===== config.mk =====
export PLATFORM = sky130hd
export DESIGN_NAME = redir_table
export DESIGN_NICKNAME = d
export VERILOG_FILES = /design/src/rtl/rrt_pkg.sv /design/src/rtl/rrt_decode.sv /design/src/rtl/rrt_bank.sv /design/src/rtl/rrt_port.sv /design/src/rtl/redir_table.sv
export SDC_FILE = /design/constraint.sdc
export NUM_CORES = 1
export LEC_CHECK = 0
export BUFFER_PORTS_ARGS = -buffer_cell sky130_fd_sc_hd__buf_2
export CORE_MARGIN = 5
export CORE_UTILIZATION = 55
export DETAILED_ROUTE_END_ITERATION = 10
export GPL_TIMING_DRIVEN = 1
export PLACE_DENSITY = 0.75
export SETUP_SLACK_MARGIN = 0.05
export SLEW_MARGIN = 25
export SYNTH_ARGS = -nofsm -noshare
export SYNTH_HDL_FRONTEND = slang
export SYNTH_SLANG_ARGS = --single-unit

===== constraint.sdc =====
create_clock -name clk -period 2.9 [get_ports clk]
set_clock_uncertainty 0.2 [all_clocks]
set_input_delay 0.145 -clock clk [delete_from_list [all_inputs] [get_ports clk]]
set_output_delay 0.145 -clock clk [all_outputs]
set_load 0.03 [all_outputs]

===== src/rtl/rrt_pkg.sv =====
package rrt_pkg;
  localparam int KEY_W_DEF   = 5;
  localparam int IDX_W_DEF   = 7;
  localparam int EW_W_DEF    = 2;
  localparam int SHIFT_DEF   = 2;
  localparam int NOPS_DEF    = 3;

  typedef enum logic [1:0] {
    EW_NATIVE = 2'b00,
    EW_BYTE   = 2'b01,
    EW_HALF   = 2'b10,
    EW_WORD   = 2'b11
  } ew_code_e;

  typedef enum logic {
    CLS_FP  = 1'b0,
    CLS_INT = 1'b1
  } reg_class_e;
endpackage


===== src/rtl/rrt_decode.sv =====
module rrt_decode #(
  parameter int KEY_W  = rrt_pkg::KEY_W_DEF,
  parameter int IDX_W  = rrt_pkg::IDX_W_DEF,
  parameter int EW_W   = rrt_pkg::EW_W_DEF,
  parameter int SHIFT  = rrt_pkg::SHIFT_DEF,
  parameter int ENT_W  = 1 + IDX_W + 1 + EW_W + KEY_W,
  parameter int DATA_W = 1 + IDX_W + EW_W
) (
  input  logic              wr_en,
  input  logic              compact,
  input  logic [ENT_W-1:0]  entry,
  output logic              we_int,
  output logic              we_fp,
  output logic [KEY_W-1:0]  wkey,
  output logic [DATA_W-1:0] wdata
);
  localparam int EW_LO   = KEY_W;
  localparam int CLS_BIT = KEY_W + EW_W;
  localparam int IDX_LO  = CLS_BIT + 1;
  localparam int VEC_BIT = ENT_W - 1;

  logic             cls;
  logic             vec;
  logic [IDX_W-1:0] tgt;
  logic [EW_W-1:0]  ew;

  always_comb begin
    wkey = entry[KEY_W-1:0];
    ew   = entry[EW_LO +: EW_W];
    cls  = entry[CLS_BIT];
    if (compact) begin
      tgt = IDX_W'(wkey) << SHIFT;
      vec = 1'b1;
    end else begin
      tgt = entry[IDX_LO +: IDX_W];
      vec = entry[VEC_BIT];
    end
    wdata  = {vec, tgt, ew};
    we_int = wr_en & (cls == rrt_pkg::CLS_INT);
    we_fp  = wr_en & (cls == rrt_pkg::CLS_FP);
  end
endmodule


===== src/rtl/rrt_bank.sv =====
module rrt_bank #(
  parameter int KEY_W  = rrt_pkg::KEY_W_DEF,
  parameter int DATA_W = 10,
  parameter int NRD    = rrt_pkg::NOPS_DEF,
  parameter int DEPTH  = 1 << KEY_W
) (
  input  logic                       clk,
  input  logic                       rst,
  input  logic                       we,
  input  logic [KEY_W-1:0]           wkey,
  input  logic [DATA_W-1:0]          wdata,
  input  logic [NRD-1:0][KEY_W-1:0]  rkey,
  output logic [NRD-1:0]             rvalid,
  output logic [NRD-1:0][DATA_W-1:0] rdata
);
  logic [DEPTH-1:0]  valid;
  logic [DATA_W-1:0] mem [DEPTH];

  always_ff @(posedge clk) begin
    if (rst) valid <= '0;
    else if (we) valid[wkey] <= 1'b1;
  end

  always_ff @(posedge clk) begin
    if (we) mem[wkey] <= wdata;
  end

  always_comb begin
    for (int i = 0; i < NRD; i++) begin
      rvalid[i] = valid[rkey[i]];
      rdata[i]  = mem[rkey[i]];
    end
  end


  last_write_chk: assert property (@(posedge clk) disable iff (rst)
    we |=> (valid[$past(wkey)] && mem[$past(wkey)] == $past(wdata)));


  valid_keep_chk: assert property (@(posedge clk) disable iff (rst)
    $past(!rst) |-> ((~valid & $past(valid)) == '0));
endmodule


===== src/rtl/rrt_port.sv =====
module rrt_port #(
  parameter int KEY_W  = rrt_pkg::KEY_W_DEF,
  parameter int IDX_W  = rrt_pkg::IDX_W_DEF,
  parameter int EW_W   = rrt_pkg::EW_W_DEF,
  parameter int DATA_W = 1 + IDX_W + EW_W
) (
  input  logic              clk,
  input  logic              rst,
  input  logic [KEY_W-1:0]  key,
  input  logic              is_int,
  input  logic              int_v,
  input  logic [DATA_W-1:0] int_d,
  input  logic              fp_v,
  input  logic [DATA_W-1:0] fp_d,
  output logic              hit_q,
  output logic [IDX_W-1:0]  idx_q,
  output logic              vec_q,
  output logic [EW_W-1:0]   ew_q
);
  logic              sel_v;
  logic [DATA_W-1:0] sel_d;
  logic              primed;

  always_comb begin
    sel_v = is_int ? int_v : fp_v;
    sel_d = is_int ? int_d : fp_d;
  end

  always_ff @(posedge clk) begin
    if (rst) begin
      hit_q  <= 1'b0;
      idx_q  <= '0;
      vec_q  <= 1'b0;
      ew_q   <= '0;
      primed <= 1'b0;
    end else begin
      primed <= 1'b1;
      hit_q  <= sel_v;
      if (sel_v) begin
        vec_q <= sel_d[DATA_W-1];
        idx_q <= sel_d[EW_W +: IDX_W];
        ew_q  <= sel_d[EW_W-1:0];
      end else begin
        vec_q <= 1'b0;
        idx_q <= IDX_W'(key);
        ew_q  <= '0;
      end
    end
  end


  miss_pass_chk: assert property (@(posedge clk) disable iff (rst)
    (primed && !hit_q) |-> (idx_q == IDX_W'($past(key))));


  miss_scalar_chk: assert property (@(posedge clk) disable iff (rst)
    !hit_q |-> (!vec_q && ew_q == '0));


  reset_clear_chk: assert property (@(posedge clk)
    $past(rst) |-> (!hit_q && !vec_q && idx_q == '0 && ew_q == '0));
endmodule


===== src/rtl/redir_table.sv =====
module redir_table #(
  parameter int KEY_W  = rrt_pkg::KEY_W_DEF,
  parameter int IDX_W  = rrt_pkg::IDX_W_DEF,
  parameter int EW_W   = rrt_pkg::EW_W_DEF,
  parameter int SHIFT  = rrt_pkg::SHIFT_DEF,
  parameter int NOPS   = rrt_pkg::NOPS_DEF,
  parameter int ENT_W  = 1 + IDX_W + 1 + EW_W + KEY_W
) (
  input  logic                  clk,
  input  logic                  rst,
  input  logic                  wr_en,
  input  logic                  wr_compact,
  input  logic [ENT_W-1:0]      wr_entry,
  input  logic [NOPS*KEY_W-1:0] lk_key,
  input  logic [NOPS-1:0]       lk_int,
  output logic [NOPS-1:0]       rd_hit,
  output logic [NOPS*IDX_W-1:0] rd_idx,
  output logic [NOPS-1:0]       rd_vec,
  output logic [NOPS*EW_W-1:0]  rd_ew
);
  localparam int DATA_W = 1 + IDX_W + EW_W;
  localparam int NCLS   = 2;

  logic [NCLS-1:0]                       we_cls;
  logic [KEY_W-1:0]                      wkey;
  logic [DATA_W-1:0]                     wdata;
  logic [NOPS-1:0][KEY_W-1:0]            keys;
  logic [NCLS-1:0][NOPS-1:0]             bv;
  logic [NCLS-1:0][NOPS-1:0][DATA_W-1:0] bd;

  rrt_decode #(
    .KEY_W(KEY_W), .IDX_W(IDX_W), .EW_W(EW_W), .SHIFT(SHIFT),
    .ENT_W(ENT_W), .DATA_W(DATA_W)
  ) u_decode (
    .wr_en   (wr_en),
    .compact (wr_compact),
    .entry   (wr_entry),
    .we_int  (we_cls[1]),
    .we_fp   (we_cls[0]),
    .wkey    (wkey),
    .wdata   (wdata)
  );

  always_comb begin
    for (int p = 0; p < NOPS; p++) keys[p] = lk_key[p*KEY_W +: KEY_W];
  end

  for (genvar g = 0; g < NCLS; g++) begin : g_bank
    rrt_bank #(.KEY_W(KEY_W), .DATA_W(DATA_W), .NRD(NOPS)) u_bank (
      .clk    (clk),
      .rst    (rst),
      .we     (we_cls[g]),
      .wkey   (wkey),
      .wdata  (wdata),
      .rkey   (keys),
      .rvalid (bv[g]),
      .rdata  (bd[g])
    );
  end

  for (genvar p = 0; p < NOPS; p++) begin : g_port
    rrt_port #(.KEY_W(KEY_W), .IDX_W(IDX_W), .EW_W(EW_W), .DATA_W(DATA_W)) u_port (
      .clk    (clk),
      .rst    (rst),
      .key    (keys[p]),
      .is_int (lk_int[p]),
      .int_v  (bv[1][p]),
      .int_d  (bd[1][p]),
      .fp_v   (bv[0][p]),
      .fp_d   (bd[0][p]),
      .hit_q  (rd_hit[p]),
      .idx_q  (rd_idx[p*IDX_W +: IDX_W]),
      .vec_q  (rd_vec[p]),
      .ew_q   (rd_ew[p*EW_W +: EW_W])
    );
  end


  class_split_chk: assert property (@(posedge clk) disable iff (rst)
    $onehot0(we_cls) && (wr_en == (we_cls != '0)));
endmodule


* Word level (Yosys, flattened, before mapping)
Memories as Yosys holds them, arrays and structs flattened. Cells that the tools add are included.
Storage, ports and cells: register bits 97, bits in writable memories 640, word-level logic and storage cells 65, memories 2
Memory list:
- g_bank[0].u_bank.mem | depth 32, bits a word 10, read ports 3, clocked after Yosys merged registers in 0, write ports 1, RTL line rrt_bank.sv:17 | logic [DATA_W-1:0] mem [DEPTH];
- g_bank[1].u_bank.mem | depth 32, bits a word 10, read ports 3, clocked after Yosys merged registers in 0, write ports 1, RTL line rrt_bank.sv:17
Cells by class: order comparisons 5, mux-type cells 29, bitwise gates (word level) 8, reduce and logical (&&, ||, !) cells 4
Operators by type and width (number):
- 32-bit OR | 2
- 1-bit binary-select mux with 5-bit select | 6
- 10-bit 2-to-1 mux | 3
- 5-bit by 6-bit less-than comparator with 1-bit output (second input constant) | 4
- 1-bit 2-to-1 mux | 15
- 5-bit 2-to-1 mux | 3
- 7-bit 2-to-1 mux | 1
- 2-bit OR reduction | 3
- 1-bit demux with 5-bit select | 1
- 5-bit by 1-bit >= comparator with 1-bit output (second input constant) | 1
- 1-bit inverter | 4
- 1-bit AND | 2
- 1-bit logical AND | 1

* Depth between registers and ports, before layout
depth in word-level cells 5, mapped depth 14

* Modules after synthesis
A second synthesis with hierarchy kept.
Second synthesis, totals: cells, all modules 3424, area total of the unflattened synthesis 41980.3 µm²
By module, submodules not included:
- rrt_bank | times used 2, cells each 1641, area each 20245.7 µm², sequential area each 10249.8 µm²
- rrt_port | times used 3, cells each 41, area each 435.4 µm², sequential area each 220.2 µm²
- rrt_decode | times used 1, cells each 19, area each 182.7 µm², sequential area each 0.0 µm²

* Worst setup path before layout
No wires, ideal clock.
path type input -> register, from in lk_key[5], to reg g_port[1].u_port.ew_q[0], data arrival time 2.597 ns, data required time 2.576 ns, path slack -0.022 ns, stages on the path 7, path buffers 3, cells stage by stage buf_4 buf_6 buf_1 mux4_2 mux4_2 mux4_2 nor2b_1
On the way: longest elaborated chain between the ends 5, elaborated cells on any way between the ends 10, classes of those cells mux: 6; bitwise: 1; reduce/logical: 1; memory: 2
Ends and longest elaborated chain:
- start: declaration | RTL line redir_table.sv:14 | input logic [NOPS*KEY_W-1:0] lk_key,
- 1-bit binary-select mux with 5-bit select | RTL line rrt_bank.sv:30 | rvalid[i] = valid[rkey[i]];
- 1-bit 2-to-1 mux (not written as such) | RTL line rrt_bank.sv:30
- 1-bit 2-to-1 mux | RTL line rrt_port.sv:25 | sel_v = is_int ? int_v : fp_v;
- 1-bit inverter (no source line)
- 2-bit OR reduction (no source line)
- end signal: assignment | RTL line rrt_port.sv:42 | ew_q <= sel_d[EW_W-1:0];
- end: declaration | RTL line rrt_port.sv:18 | output logic [EW_W-1:0] ew_q
Parallel ways exist; a longest one is shown, timed or not. The select of a mux whose other input is x is not followed. A chain may end at the register's enable or synchronous reset.

* Worst setup path after layout
from reg g_bank[1].u_bank.valid[5], to reg g_port[0].u_port.idx_q[3]
On the way: longest elaborated chain between the ends 4
Ends and longest elaborated chain:
- start: declaration | RTL line rrt_bank.sv:16 | logic [DEPTH-1:0] valid;
- start signal: assignment | RTL line rrt_bank.sv:20 | if (rst) valid <= '0;
- start signal: indexed assignment | RTL line rrt_bank.sv:21 | else if (we) valid[wkey] <= 1'b1;
- 1-bit binary-select mux with 5-bit select | RTL line rrt_bank.sv:30
- 1-bit 2-to-1 mux (not written as such) | RTL line rrt_bank.sv:30
- 1-bit 2-to-1 mux | RTL line rrt_port.sv:25
- 5-bit 2-to-1 mux | RTL line rrt_port.sv:39 | if (sel_v) begin
- end signal: assignment | RTL line rrt_port.sv:41 | idx_q <= sel_d[EW_W +: IDX_W];
- end signal: assignment | RTL line rrt_port.sv:45 | idx_q <= IDX_W'(key);
- end: declaration | RTL line rrt_port.sv:16 | output logic [IDX_W-1:0] idx_q,
No other way between the ends. The select of a mux whose other input is x is not followed.

==> results_dict.tcl <==
set metrics [dict create \
    status "complete, no violations" \
    syn2layout_area_growth_pct 14.6 \
    grt_pass1_wl_um 188000 \
    final_util 0.634 \
    start_util 0.553 \
    switching_share 0.241 \
    fp.coreArea_um2 71400 \
    finalCriticalPeriod_ps 2790 \
    regArea_um2 21200 \
    place_area_um2 42600 \
    intPower_uw 18700 \
    cp_data_required_time_ps 3240 \
    die_y_um 278 \
    crit_chain "mux4_2 -> mux4_2 -> and3_1 -> or4_4 -> buf_6 -> a21o_1 -> a21oi_2" \
    grt_max_degree 82 \
    total_power_uw 24600 \
    grt_usage 0.336 \
    hold_viol 0 \
    place.gp.congestion 0.999 \
    fmax_mhz 358 \
    rows 98 \
    synth_ff_type "edfxtp_1" \
    ys_ff_latch 737 \
    dp_hpwl_um 88000 \
    vias 26200 \
    timing.final.max_slew_violations 0 \
    setup_ws_ps 107 \
    drcViolationCount 0 \
    io_pins 71 \
    cp_common_cell "mux4_2" \
    period_share 0.963 \
    maxCapViolations 0 \
    yosysTopAreaCell "edfxtp_1" \
    p_switching_uw 5930 \
    wl_per_cell_um 37.5 \
    powerDensity_nw_per_um2 543 \
    critical_path_class "flip-flop to flip-flop" \
    cts.sinks 737 \
    nNetsFinal 2502 \
    multi_input_area_um2 17300 \
    synth.net_count 2288 \
    drt_iter0_drc 4439 \
    wirelength_um 131000 \
    syn_area_um2 39500 \
    vdd.ir_drop.worst_uv 448 \
    synth_top_area_share 0.487 \
    ys_warn_count 0 \
    cp-end-kind "flip-flop" \
    ys_types 60 \
    crit_fanout 4 \
    clockRootBuffer "clkbuf_16" \
    clkLatencyLatePin_ps 630 \
    hp-class "input pin to flip-flop" \
    clkPwrFrac 0.406 \
    synth.yosys.seq_area_share 0.536 \
    dieArea_um2 77200 \
    worstSetupStartpointType "flip-flop" \
    synth_area_leaders "edfxtp_1, mux4_2, dfxtp_1" \
    antenna_found_initial 8 \
    p_leak_uw 0.0148 \
    h-tree-depth 3 \
    syn_avg_cell_area_um2 17.5 \
    rsz0062_at_grt "true" \
    numPortBuffers 70 \
    cp_slowest_cell "or4_4" \
    cts_buffers 79 \
    ant_nets 0 \
    async_reset_ff_frac 0 \
    postCtsSetupBuffers 0 \
    worstMarginPinSlew_ps 977 \
    place_ws_ps -12.1 \
    synthCells 2250 \
    slowest_delay_ps 540 \
    cts.path.max_buffers 3 \
    path_clk_slew_ps 60 \
    overflow 0 \
    crit_arrival_ps 3130 \
    fillers 4920 \
    synth_edf_count 640 \
    design_area_um2 45200 \
    cts_tree "yes" \
    first_pass_iters 7 \
    post_drt_via_cell_ratio 7.52 \
    drive_gt1_frac 0.416 \
    relSlewSlack 0.348 \
    die_x_um 278 \
    p_seq_frac 0.477 \
    setup_violations 0 \
    pwr-share-comb 0.118 \
    first_global_vias 26400 \
]
-- final timing paths --
check	from	to	slack (ps)	cells past startpoint
max	g_bank[1].u_bank.valid[5]	g_port[0].u_port.idx_q[3]	110	7
min	lk_key[1]	g_port[0].u_port.idx_q[1]	40	4
max reg2reg	g_bank[1].u_bank.valid[5]	g_port[0].u_port.idx_q[3]	110	7
min reg2reg	g_bank[1].u_bank.valid[5]	g_bank[1].u_bank.valid[5]	300	2
-- flip-flops by register name, summed over array words and instances, names as in the netlist --
signal               count
g_bank.u_bank.mem      640
g_bank.u_bank.valid     64
g_port.u_port.idx_q     21
g_port.u_port.ew_q       6
g_port.u_port.hit_q      3
g_port.u_port.vec_q      3
-- Yosys cell counts (4+ instances only) --
| library cell | count |
|---|---|
| nor3_1 | 6 |
| o21ai_0 | 24 |
| buf_1 | 35 |
| o311ai_0 | 4 |
| o221ai_1 | 7 |
| nor2b_1 | 41 |
| mux2_2 | 40 |
| buf_4 | 34 |
| nor2_1 | 219 |
| mux2i_1 | 95 |
| o2111ai_1 | 7 |
| and2_1 | 5 |
| nand4_1 | 4 |
| a221oi_1 | 9 |
| inv_1 | 10 |
| a211oi_1 | 23 |
| o22ai_1 | 31 |
| nand3b_1 | 9 |
| nand3_1 | 27 |
| edfxtp_1 | 640 |
| o31ai_1 | 5 |
| buf_6 | 8 |
| a211o_1 | 9 |
| dfxtp_1 | 97 |
| buf_2 | 54 |
| and3_1 | 5 |
| mux4_2 | 557 |
| a31oi_1 | 5 |
| nand2_1 | 51 |
| o32ai_1 | 4 |
| a21oi_1 | 29 |
| or2_2 | 5 |
| o211ai_1 | 7 |
| a22oi_1 | 26 |
| clkbuf_1 | 74 |
-- final cells by class --
type	count	share of cell area
Timing Repair Buffer	338	0.0671
Tap cell	950	0.0263
Sequential cell	737	0.468
Clock buffer	112	0.0494
Antenna cell	2	0.000111
Inverter	10	0.000830
Multi-Input combinational cell	1298	0.382
Clock inverter	36	0.00642
-- layout by cell type (no fill, tap or decap), types with 15 or more instances in the layout --
cell type	Yosys	final
nor2b_1	41	39
buf_4	34	219
buf_12	0	43
clkbuf_1	74	24
buf_2	54	57
edfxtp_1	640	640
a21oi_1	29	28
clkinv_1	0	15
mux2_2	40	40
a211oi_1	23	23
nand2_1	51	51
mux4_2	557	558
mux2i_1	95	94
nand3_1	27	27
clkbuf_16	0	84
dfxtp_1	97	95
o21ai_0	24	24
o22ai_1	31	31
a22oi_1	26	26
nor2_1	219	219
-- layer usage --
| layer | part of all wire | global-route usage |
|---|---|---|
| met5 | 0.00083 | 0 |
| met4 | 0.063 | 0.166 |
| met3 | 0.14 | 0.0884 |
| met2 | 0.46 | 0.512 |
| met1 | 0.34 | 0.459 |
-- cell families after synthesis --
group,share of synthesized area
flip-flops,0.536
AO/OA/AOI/OAI,0.0379
AND/OR/NAND/NOR,0.0446
buffers and inverters,0.0269
multiplexers,0.355
-- worst max-delay path: cells and delay by family (launching register included) --
family | cells | cell delay [ps]
AO/OA/AOI/OAI | 2 | 330
flip-flops | 1 | 340
multiplexers | 2 | 950
AND/OR/NAND/NOR | 2 | 730
buffers and inverters | 1 | 140
-- per-stage QoR --
step | hold WS (ps) | setup TNS [ps] | std cells
final | 36.8 | 0 | 3483
after global routing | 58.1 | 0 | 3481
after CTS | 4.48 | 0 | 3478
after detailed placement | 301 | -12.1 | 3323
after global placement | 280 | -15.4 | 3323
after floorplan | 43.9 | 0 | 2250
-- power by group through the flow --
stage | clock network (uW) | registers (uW) | logic [uW]
after floorplan | 0 | 12000 | 1720
after global placement | 0 | 11900 | 2770
after detailed placement | 0 | 11900 | 2800
after CTS | 10000 | 11700 | 2820
after global routing | 10500 | 11700 | 2990
final | 9970 | 11700 | 2900
-- repair_timing --
item                                    4_1_cts  5_1_grt
gates resized for setup                       1       10
pin swaps                                     0        1
endpoints found under the setup margin        1       16
cloned                                        0        1
endpoints found under the hold margin        81      128
hold buffers                                  7        2
No activity file was read; power rests on OpenSTA's default activity.
